===== config.mk =====
export PLATFORM = sky130hd
export DESIGN_NAME = frame_report_tx
export DESIGN_NICKNAME = d
export VERILOG_FILES = /design/src/rtl/frame_report_tx.sv
export SDC_FILE = /design/constraint.sdc
export NUM_CORES = 1
export LEC_CHECK = 0
export CAP_MARGIN = 20
export CORE_UTILIZATION = 40
export CTS_BUF_LIST = sky130_fd_sc_hd__clkbuf_16
export DETAILED_ROUTE_END_ITERATION = 7
export PLACE_DENSITY = 0.67
export SETUP_SLACK_MARGIN = 0.3
export SYNTH_ARGS = -nofsm -noshare
export SYNTH_HDL_FRONTEND = slang
export SYNTH_SLANG_ARGS = --single-unit

===== constraint.sdc =====
create_clock -name clk -period 4.7 [get_ports clk]
set_clock_uncertainty 0.1 [all_clocks]
set_input_delay 0.705 -clock clk [delete_from_list [all_inputs] [get_ports clk]]
set_output_delay 0.705 -clock clk [all_outputs]
set_load 0.02 [all_outputs]

===== src/rtl/frame_report_tx.sv =====
module frame_report_tx #(
  parameter int TICK_DIV    = 200,
  parameter int GUARD_TICKS = 50,
  parameter int WAIT_TICKS  = 500000,
  parameter int IDLE_TICKS  = 1000
) (
  input  logic        clk,
  input  logic        rst_n,
  input  logic        rpt_valid,
  input  logic        rpt_repeat,
  input  logic        rpt_vlow,
  input  logic [3:0]  rpt_func,
  input  logic [3:0]  rpt_count,
  input  logic [3:0]  rpt_slot,
  input  logic [63:0] rpt_rx,
  input  logic        link_clk,
  output logic        link_dout,
  output logic        link_oe,
  output logic        xfer_done,
  output logic        cmd_yield
);
  localparam int RW = 80;
  localparam int IW = $clog2(RW + 1);
  localparam int CW = $clog2(WAIT_TICKS + GUARD_TICKS + IDLE_TICKS + 1);
  localparam int DW = $clog2(TICK_DIV + 1);
  localparam logic [CW-1:0] GUARD_C = CW'(GUARD_TICKS);
  localparam logic [CW-1:0] WAIT_C  = CW'(WAIT_TICKS);
  localparam logic [CW-1:0] IDLE_C  = CW'(IDLE_TICKS);
  localparam logic [DW-1:0] DIV_END = DW'(TICK_DIV - 1);
  localparam logic [IW-1:0] LAST    = IW'(RW);

  typedef enum logic [1:0] {ST_IDLE = 2'd0, ST_NOTE = 2'd1, ST_SEND = 2'd2} st_t;

  st_t           st;
  logic [2:0]    csync;
  logic [DW-1:0] pre;
  logic [CW-1:0] tcnt;
  logic [IW-1:0] idx;
  logic [RW-1:0] rpt;
  logic          tick, c_lvl, c_rise, c_fall;
  logic [RW-1:0] frame;

  assign c_lvl  = csync[1];
  assign c_rise = csync[1] & ~csync[2];
  assign c_fall = ~csync[1] & csync[2];
  assign tick   = (pre == DIV_END);
  assign frame  = {rpt_rx, rpt_slot, rpt_count, 1'b1, rpt_func, rpt_vlow, rpt_repeat, 1'b0};

  always_ff @(posedge clk or negedge rst_n) begin
    if (!rst_n) begin
      csync <= '0;
      pre   <= '0;
    end else begin
      csync <= {csync[1:0], link_clk};
      pre   <= tick ? '0 : pre + 1'b1;
    end
  end

  always_ff @(posedge clk or negedge rst_n) begin
    if (!rst_n) begin
      st        <= ST_IDLE;
      link_oe   <= 1'b0;
      link_dout <= 1'b0;
      xfer_done <= 1'b0;
      cmd_yield <= 1'b0;
      tcnt      <= '0;
      idx       <= '0;
      rpt       <= '0;
    end else begin
      xfer_done <= 1'b0;
      cmd_yield <= 1'b0;
      if (tick && tcnt != '1) tcnt <= tcnt + 1'b1;
      case (st)
        ST_IDLE: begin
          link_oe   <= 1'b0;
          link_dout <= 1'b0;
          if (rpt_valid) begin
            if (c_lvl) begin
              cmd_yield <= 1'b1;
            end else begin
              rpt       <= frame;
              st        <= ST_NOTE;
              link_oe   <= 1'b1;
              link_dout <= 1'b1;
              tcnt      <= '0;
            end
          end
        end
        ST_NOTE: begin
          if (c_rise) begin
            if (tcnt < GUARD_C) begin
              cmd_yield <= 1'b1;
              st        <= ST_IDLE;
              link_oe   <= 1'b0;
              link_dout <= 1'b0;
            end else begin
              st        <= ST_SEND;
              link_dout <= 1'b0;
              idx       <= '0;
              tcnt      <= '0;
            end
          end else if (tcnt >= WAIT_C) begin
            st        <= ST_IDLE;
            link_oe   <= 1'b0;
            link_dout <= 1'b0;
          end
        end
        ST_SEND: begin
          if (c_lvl) tcnt <= '0;
          if (c_rise && idx != LAST) begin
            link_dout <= rpt[0];
            rpt       <= rpt >> 1;
            idx       <= idx + 1'b1;
          end
          if ((c_fall && idx == LAST) || (!c_lvl && tcnt >= IDLE_C)) begin
            xfer_done <= 1'b1;
            st        <= ST_IDLE;
            link_oe   <= 1'b0;
            link_dout <= 1'b0;
          end
        end
        default: st <= ST_IDLE;
      endcase
    end
  end
endmodule


# Word level (Yosys, flattened, before mapping)
# Index checks and enable logic that the tools add are counted.
# totals
ff_bits,123
in_bits,82
output_inout_bits,4
word_cells,91
# classes
n_addsub,3
order_cmp,3
eq_ne,15
mux,41
bitwise_logic,4
reduce_logical,15
# op_table
cell,n
80-bit two-way mux,3
80-bit case mux with 2 select lines,1
19-bit two-way mux,6
19-bit case mux with 3 select lines,1
7-bit two-way mux,3
"19-bit by 1-bit adder with 19-bit output, second input constant",1
"19-bit by 10-bit >= comparator with 1-bit output, second input constant",1
"19-bit >= comparator, second input constant",1
"19-bit by 6-bit < comparator with 1-bit output, second input constant",1
"19-bit != test, second input constant",1
4-bit AND reduction,4
1-bit two-way mux,15
7-bit case mux with 2 select lines,1
2-bit two-way mux,6
"2-bit != test, second input constant",6
"3-bit != test, second input constant",3
"8-bit by 1-bit adder with 8-bit output, second input constant",1
"8-bit equality test, second input constant",1
8-bit two-way mux,1
"7-bit by 1-bit adder with 7-bit output, second input constant",1
"7-bit equality test, second input constant",1
"7-bit != test, second input constant",1
1-bit case mux with 3 select lines,2
2-bit case mux with 3 select lines,1
other kinds (12),18

# Logic depth before layout (Yosys ltp)
# Gate-level depths: netlist of the first run.
# logic_depth
depth_word,6
mapped_depth,9
depth_no_buf,7

# Least setup slack after synthesis of the first run
# No wires, ideal clock.
# synth_timing
path_type,flip-flop to flip-flop
from,reg st[0]
to,reg rpt[52]
setup_time_ns,0.126
t_arrival_ns,1.814
required_time_ns,4.474
slack_ns,2.660
stages_incl_launch_ff,8
path_buffers,3
period_less_slack_ns,2.040
cell_sequence,dfrtp_1 inv_1 ha_1 buf_2 buf_2 clkbuf_1 mux2i_1 a21oi_1
# synth_via
elab_chain_len,3
elab_cells_between_ends,8
classes_between,eq/ne (4); mux (1); reduce/logical (3)
# synth_lines
element,line,source
start: declaration,34,st_t st;
start signal: assignment,61,st <= ST_IDLE;
start signal: assignment,82,st <= ST_NOTE;
start signal: assignment,93,st <= ST_IDLE;
2-bit equality test or 2-bit zero test (tied branches),73,case (st)
2-bit != test (no line) or 2-bit nonzero test (tied branches),--,
4-bit AND reduction (no line),--,
end signal: assignment,81,rpt <= frame;
end signal: assignment,112,rpt <= rpt >> 1;
end: declaration,39,logic [RW-1:0] rpt;
# Parallel ways exist; a longest one is shown, timed or not.
# A chain may end at the register's enable or synchronous reset.

# Worst setup path after layout of the first run
# layout_timing
from,reg st[0]
to,reg rpt[8]
# The elaborated chain is that of the path after synthesis.

==> key figures, run 1 <==
Routing
  • Drt first pass iters: 4
  • Routed WL: 12,800 µm
  • WL/cell: 14.6 µm
  • DRT iter0 DRCs: 214
  • Remaining antenna violation count: 0
  • Via count: 4,611
  • DRC Markers: 0
  • Vias per cell: 5.26

Setup path
  • Crit Path Max Fanout: 60
  • CP endpoint kind: flip-flop
  • Critical Path RT: 4.87 ns
  • Worst-path cell chain: inv_1 > ha_4 > buf_4 > mux2i_1 > a21oi_1
  • Critical Path Start Type: flip-flop
  • Worst Path Arrival: 2.72 ns
  • CP max-delay cell: buf_4
  • Worst path max stage delay: 0.83 ns
  • Crit Path Class: reg2reg

Place
  • DP HPWL: 8630 µm
  • DP Area: 7100 µm²
  • GP Congestion: 0.833
  • PortBufs: 85
  • Dpl cells: 846

Clocking
  • CTS Buf Count: 17
  • Postcts setup bufs: 0
  • Hold_buf cts: 0
  • Worst skew pair latency: 0.42 ns
  • Clock sink count: 123
  • H-tree depth: 4
  • CTS resizes: 0
  • Clock transition at path regs: 0.06 ns
  • Clock Path Buffers: 2
  • CTS Root Cell: clkbuf_16
  • CTS tree: built

Synth
  • Mean Syn Cell Area: 10.1 µm²
  • Mapped Nets: 696
  • Area share of the largest cell type after synthesis: 50.3%
  • Mapped Cells: 606
  • Top_reg_cell synth: dfrtp_1
  • Post-Syn Area: 6120 µm²
  • Cell variety after synth: 56
  • Post-synth ARST share: 100%
  • Seq/Total Area, Yosys: 50.3%
  • Post-synthesis sequential element count: 123
  • Top cell type by total area after synthesis: dfrtp_1
  • Top post-synthesis cells by area: dfrtp_1 (50%), mux2i_1 (13%), a21oi_1 (7.4%), nor2_1 (6.5%), xnor2_1 (2.4%)
  • Synth Warn #: 0
  • Number of enable flip-flop cells after synthesis: 0

Finish
  • Fin cells: 877
  • Fillers: 1,335
  • Multi-input gate area: 2850 µm²
  • Total Nets Final: 772
  • Reg area: 3080 µm²
  • Fin area: 7640 µm²
  • P&R area growth vs syn: 24.8%
  • Commonest non-fill, non-tap cell in the layout: dfrtp_1
  • Ratio of cells with drive above 1 in the final layout: 7.22%
  • Antenna cells: 0
  • Commonest non-fill, non-tap cells in the layout: dfrtp_1 (123), nor2_1 (106), a21oi_1 (90), clkdlybuf4s50_1 (84), mux2i_1 (78)

Die
  • Io pins: 86
  • Starting Density: 41.5%
  • Core Area: 14,800 µm²
  • Die width: 126 µm
  • Die Area: 15,800 µm²
  • Row count: 44
  • Die Y: 126 µm

STA
  • Final setup fails: 0
  • Peak Freq: 392 MHz
  • Max-slew headroom: 33.8%
  • Period Utilization, post-route: 54.3%
  • Final TNS setup: 0 ns
  • Worst-Margin Slew: 0.993 ns
  • Final Hold Fails: 0
  • Hold Slack: 0.258 ns
  • Final min period: 2.55 ns
  • Final Max Slew Viols: 0
  • RSZ-0062 raised after global routing: false

GRT
  • Overall routing resource usage: 17.6%
  • Largest net degree at the start of global routing: 160
  • Met3 Usage GRT: 5.18%
  • Top Usage Layer GRT: met2
  • GR met1 Demand/Resource: 21.1%
  • Global-route wire length before repair: 22,300 µm
  • M2 GR Usage: 30.1%
  • Initial antenna violation count: 0
  • Number of global-route vias before repair: 4,708
  • Grt ovf: 0

Flow run
  • Max_cap viols: 0

Outcome
  • Status: finished clean

Pwr
  • Power density cells: 482 nW/µm²
  • Worst vdd ir: 0.344 mV
  • Tot Pwr: 3.68 mW
  • Static Leak: 2.89 nW

Worst hold path
  • Hold crit path type: reg2reg
-- worst paths after layout --
| check | startpoint | slack (ns) | cells past startpoint | endpoint |
|---|---|---|---|---|
| max in group asynchronous | rst_n | 3.26 | 2 | rpt[57] |
| min in group asynchronous | rst_n | 0.29 | 1 | tcnt[15] |
| setup reg to reg | st[0] | 2.15 | 5 | rpt[8] |
| setup / recovery | st[0] | 2.15 | 5 | rpt[8] |
| hold / removal | csync[0] | 0.26 | 0 | csync[1] |
| hold reg to reg | csync[0] | 0.26 | 0 | csync[1] |
-- synthesized netlist by cell type (2+ instances only) --
cell type / instances
o31ai_1: 3
a31oi_1: 2
dfrtp_1: 123
xnor2_1: 17
nand3_2: 2
and3_1: 4
or3_1: 7
o21ai_0: 6
nor4_1: 6
nand2b_1: 3
or4_1: 2
a211oi_1: 6
nor3_2: 2
ha_1: 8
mux2i_1: 78
nand3_1: 16
and2_1: 5
inv_1: 14
nor2_1: 106
clkbuf_1: 12
nand2_1: 17
mux2_1: 3
xor2_1: 2
nor2b_1: 3
a22o_1: 3
nand4_1: 7
or2_2: 2
o21ai_1: 6
and2_0: 2
and4_1: 3
buf_2: 16
buf_4: 3
nor3_1: 5
a21oi_1: 90
-- through the flow --
step / worst slack [ns] / utilization, %
after floorplan: 2.66 / -
final: 2.15 / 51.8
after global routing: 2.04 / 51.8
after global placement: 1.77 / 48.1
after detailed placement: 1.67 / 48.1
after CTS: 2.11 / 51.7
-- logic make-up after synthesis --
logic type      Yosys count  share of synthesized area, %
fa+ha+maj                 8                          1.63
mux                      82                          13.5
simple gates            196                          15.6
buf+inv                  47                          3.51
compound gates          131                          12.8
flops                   123                          50.3
xor+xnor                 19                          2.72
-- registers in the layout, indices dropped and copies added, names as in the netlist --
name and flops:
link_oe 1, xfer_done 1, csync 3, rpt 80, idx 7, pre 8, cmd_yield 1, st 2
link_dout 1, tcnt 19
-- metal layers --
layer / vias to the layer above / part of all wire (%)
li1: 2300 / -
met1: 2217 / 44
met2: 82 / 50
met3: 12 / 4.3
met4: 0 / 0.94
met5: - / 0
-- layout make-up --
cell class	instances	area share, %
Clock inverter	13	1.37
Timing Repair Buffer	90	11.8
Tap cell	184	3.01
Sequential cell	123	40.3
Multi-Input combinational cell	436	37.3
Inverter	14	0.687
Clock buffer	17	5.56
-- where the power goes --
| group | switching, mW | leakage, nW | internal (mW) |
|---|---|---|---|
| registers | 0.186 | 1.45 | 1.41 |
| clock network | 0.470 | 0.253 | 0.713 |
| logic | 0.529 | 1.18 | 0.374 |
| total | 1.19 | 2.89 | 2.50 |
-- critical path: cells and delay by family (launching register included) --
family,cells,cell delay [ns]
multiplexers,1,0.35
flip-flops,1,0.41
adder cells (fa/ha/maj),1,0.42
AO/OA/AOI/OAI,1,0.10
buffers and inverters,2,0.97
No activity file was read; power rests on OpenSTA's default activity.
==> run 2, diff against run 1 <==
--- a/config.mk
+++ b/config.mk
@@ -9,7 +9,7 @@
 export CORE_UTILIZATION = 40
 export CTS_BUF_LIST = sky130_fd_sc_hd__clkbuf_16
 export DETAILED_ROUTE_END_ITERATION = 7
-export PLACE_DENSITY = 0.67
+export PLACE_DENSITY = 0.69
 export SETUP_SLACK_MARGIN = 0.3
 export SYNTH_ARGS = -nofsm -noshare
 export SYNTH_HDL_FRONTEND = slang
==> constraint.sdc (replaced) <==
create_clock -name clk -period 2.1 [get_ports clk]
set_clock_uncertainty 0.1 [all_clocks]
set_input_delay 0.315 -clock clk [delete_from_list [all_inputs] [get_ports clk]]
set_output_delay 0.315 -clock clk [all_outputs]
set_load 0.02 [all_outputs]
==> run 2 against run 1 <==
Non-clock buffer count grew 57; final cell count grew 6.7%; total power grew to 2.7 times the previous value; clock power grew 130%; register-to-register slack lost 2.1 ns; worst setup slack lost 2.1 ns; critical endpoint is now st[1]; combinational power grew to 3.9 times the previous value; count of clock-buffer cells in the layout is the same; flip-flop and latch count is the same; final area grew 17%; sequential share of layout area shrank 5.8 points.
==> key figures, run 2 (same netlist as run 1, synthesis figures left out) <==
Routing
  • DRC Markers: 0 (unchanged)
  • WL/cell: 15.8 µm (+8.2%)
  • DRT iter0 DRCs: 281 (+31%)
  • Remaining antenna violation count: 0 (unchanged)
  • Routed WL: 14,800 µm (+16%)
  • Drt first pass iters: 4 (unchanged)
  • Vias per cell: 5.38 (+2.4%)
  • Via count: 5,037 (+9.2%)

GRT
  • Number of global-route vias before repair: 5,104 (+8.4%)
  • Largest net degree at the start of global routing: 56 (-65%)
  • Initial antenna violation count: 0 (unchanged)
  • Overall routing resource usage: 19.5% (+2.0 points)
  • Global-route wire length before repair: 24,500 µm (+10%)
  • Grt ovf: 0 (unchanged)

Finish
  • Ratio of cells with drive above 1 in the final layout: 34.6% (+27 points)
  • Largest register FFs: 80 (unchanged)
  • Largest regs: rpt: 80 flops, tcnt: 19 flops, pre: 8 flops
  • Total Nets Final: 829 (+7.4%)
  • Multi-input gate area: 3470 µm² (+22%)
  • P&R area growth vs syn: 46.5%
  • Antenna cells: 0 (unchanged)
  • Reg area: 3090 µm² (+0.45%)
  • Top reg by flops: rpt
  • Fin cells: 936 (+6.7%)
  • Commonest non-fill, non-tap cells in the layout: dfrtp_1 (112), clkdlybuf4s50_1 (82), mux2i_1 (78), nor2_1 (49), a21oi_2 (47)
  • Fillers: 1,160 (-13%)
  • Commonest non-fill, non-tap cell in the layout: dfrtp_1
  • Final Util: 60.8% (+9.0 points)

Clocking
  • Clock Path Buffers: 2 (unchanged)
  • H-tree depth: 4 (unchanged)
  • Worst skew pair latency: 0.42 ns (about the same)
  • CTS Root Cell: clkbuf_16
  • CTS Buf Count: 17 (unchanged)
  • Clock sink count: 123 (unchanged)
  • CTS tree: built
  • Clock transition at path regs: 0.06 ns (about the same)

Setup path
  • Critical Path Start Type: flip-flop
  • CP endpoint kind: flip-flop
  • Critical Path RT: 2.30 ns (-2.57 ns)
  • Crit Path Max Fanout: 4 (-93%)
  • Worst-path cell chain: or4b_4 > nor2_4 > o41ai_4 > nor3_4 > mux2_4
  • Worst Path Arrival: 2.27 ns (-0.45 ns)
  • Crit path buffers/inverters: 0 (-2)
  • CP max-delay cell: or4b_4
  • Worst path max stage delay: 0.60 ns (-0.23 ns)
  • Crit Path Class: reg2reg
  • Crit-path leading delay family: simple AND/OR/NAND/NOR gates

Pwr
  • Power density cells: 1110 nW/µm² (+130%)
  • Worst vdd ir: 0.700 mV (+100%)
  • Static Leak: 3.35 nW (+16%)
  • Tot Pwr: 10.0 mW (+170%)

Place
  • DP HPWL: 9680 µm (+12%)
  • GP Congestion: 0.854 (+2.5%)
  • PortBufs: 85 (unchanged)
  • Dpl cells: 879 (+3.9%)
  • Pre-CTS setup slack: -0.0202 ns (-1.69 ns)

STA
  • Final Max Slew Viols: 0 (unchanged)
  • Final Hold Fails: 0 (unchanged)
  • Final setup fails: 0 (unchanged)
  • Worst-Margin Slew: 0.467 ns (-0.526 ns)
  • RSZ-0062 raised after global routing: true
  • Peak Freq: 482 MHz (+23%)
  • Max-slew headroom: 68.8% (+35 points)
  • Period Utilization, post-route: 98.7% (+44 points)
  • Final min period: 2.07 ns (-0.477 ns)
  • Final worst slack: 0.0263 ns (-2.12 ns)
  • Hold Slack: 0.243 ns (-0.0151 ns)

Flow run
  • Max_cap viols: 0 (unchanged)

Die
  • Io pins: 86 (unchanged)
  • Starting Density: 41.5% (unchanged)
  • Row count: 44 (unchanged)
  • Core Area: 14,800 µm² (unchanged)
  • Die Y: 126 µm (unchanged)
  • Die width: 126 µm (unchanged)
  • Die Area: 15,800 µm² (unchanged)

Worst hold path
  • Hold crit path type: reg2reg

Outcome
  • Status: finished clean
[run 2: timing repair]
item / in CTS / in global routing
pin swaps: 7 / 16
hold buffers: 1 / 0
setup buffers: 15 / 3
gates resized for setup: 65 / 76
cloned: 5 / 1
endpoints found under the setup margin: 112 / 112
endpoints found under the hold margin: 29 / 0
[run 2: through the flow]
| stage | cell area (µm²) | setup TNS [ns] |
|---|---|---|
| 2_1_floorplan | 6440 | 0 |
| 3_3_place_gp | 7680 | 0 |
| 3_5_place_dp | 7680 | -0.106 |
| 4_1_cts | 8670 | 0 |
| 5_1_grt | 8970 | 0 |
| 6_report | 8970 | 0 |
[run 2: path summary, 6_finish.rpt]
check | slack [ns] | depth (start not counted) | startpoint | to
setup / recovery | 0.03 | 5 | idx[2] | st[1]
hold / removal | 0.24 | 0 | csync[0] | csync[1]
setup reg to reg | 0.03 | 5 | idx[2] | st[1]
hold reg to reg | 0.24 | 0 | csync[0] | csync[1]
max in group asynchronous | 0.99 | 3 | rst_n | tcnt[11]
min in group asynchronous | 0.30 | 2 | rst_n | tcnt[4]
[run 2: layer usage]
metal / vias to the layer above / wire (µm) / track usage, %
li1: 2410 / - / -
met1: 2485 / 6300 / 23.8
met2: 122 / 7480 / 32.6
met3: 20 / 803 / 5.65
met4: 0 / 236 / 8.15
met5: - / 0 / 0
[run 2: where the power goes]
part / total [mW] / internal (mW) / leakage [nW] / switching [mW]
registers: 3.72 / 3.16 / 1.44 / 0.562
clock network: 2.76 / 1.72 / 0.277 / 1.05
logic: 3.52 / 1.79 / 1.64 / 1.73
total: 10.0 / 6.66 / 3.35 / 3.34
[run 2: final cells by class]
type,instances,share of cell area [%]
inverters,14,0.586
clock inverters,15,1.49
repair buffers,147,17.5
clock buffers,17,4.74
flip-flops and latches,123,34.5
well taps,184,2.57
multi-input cells,436,38.7
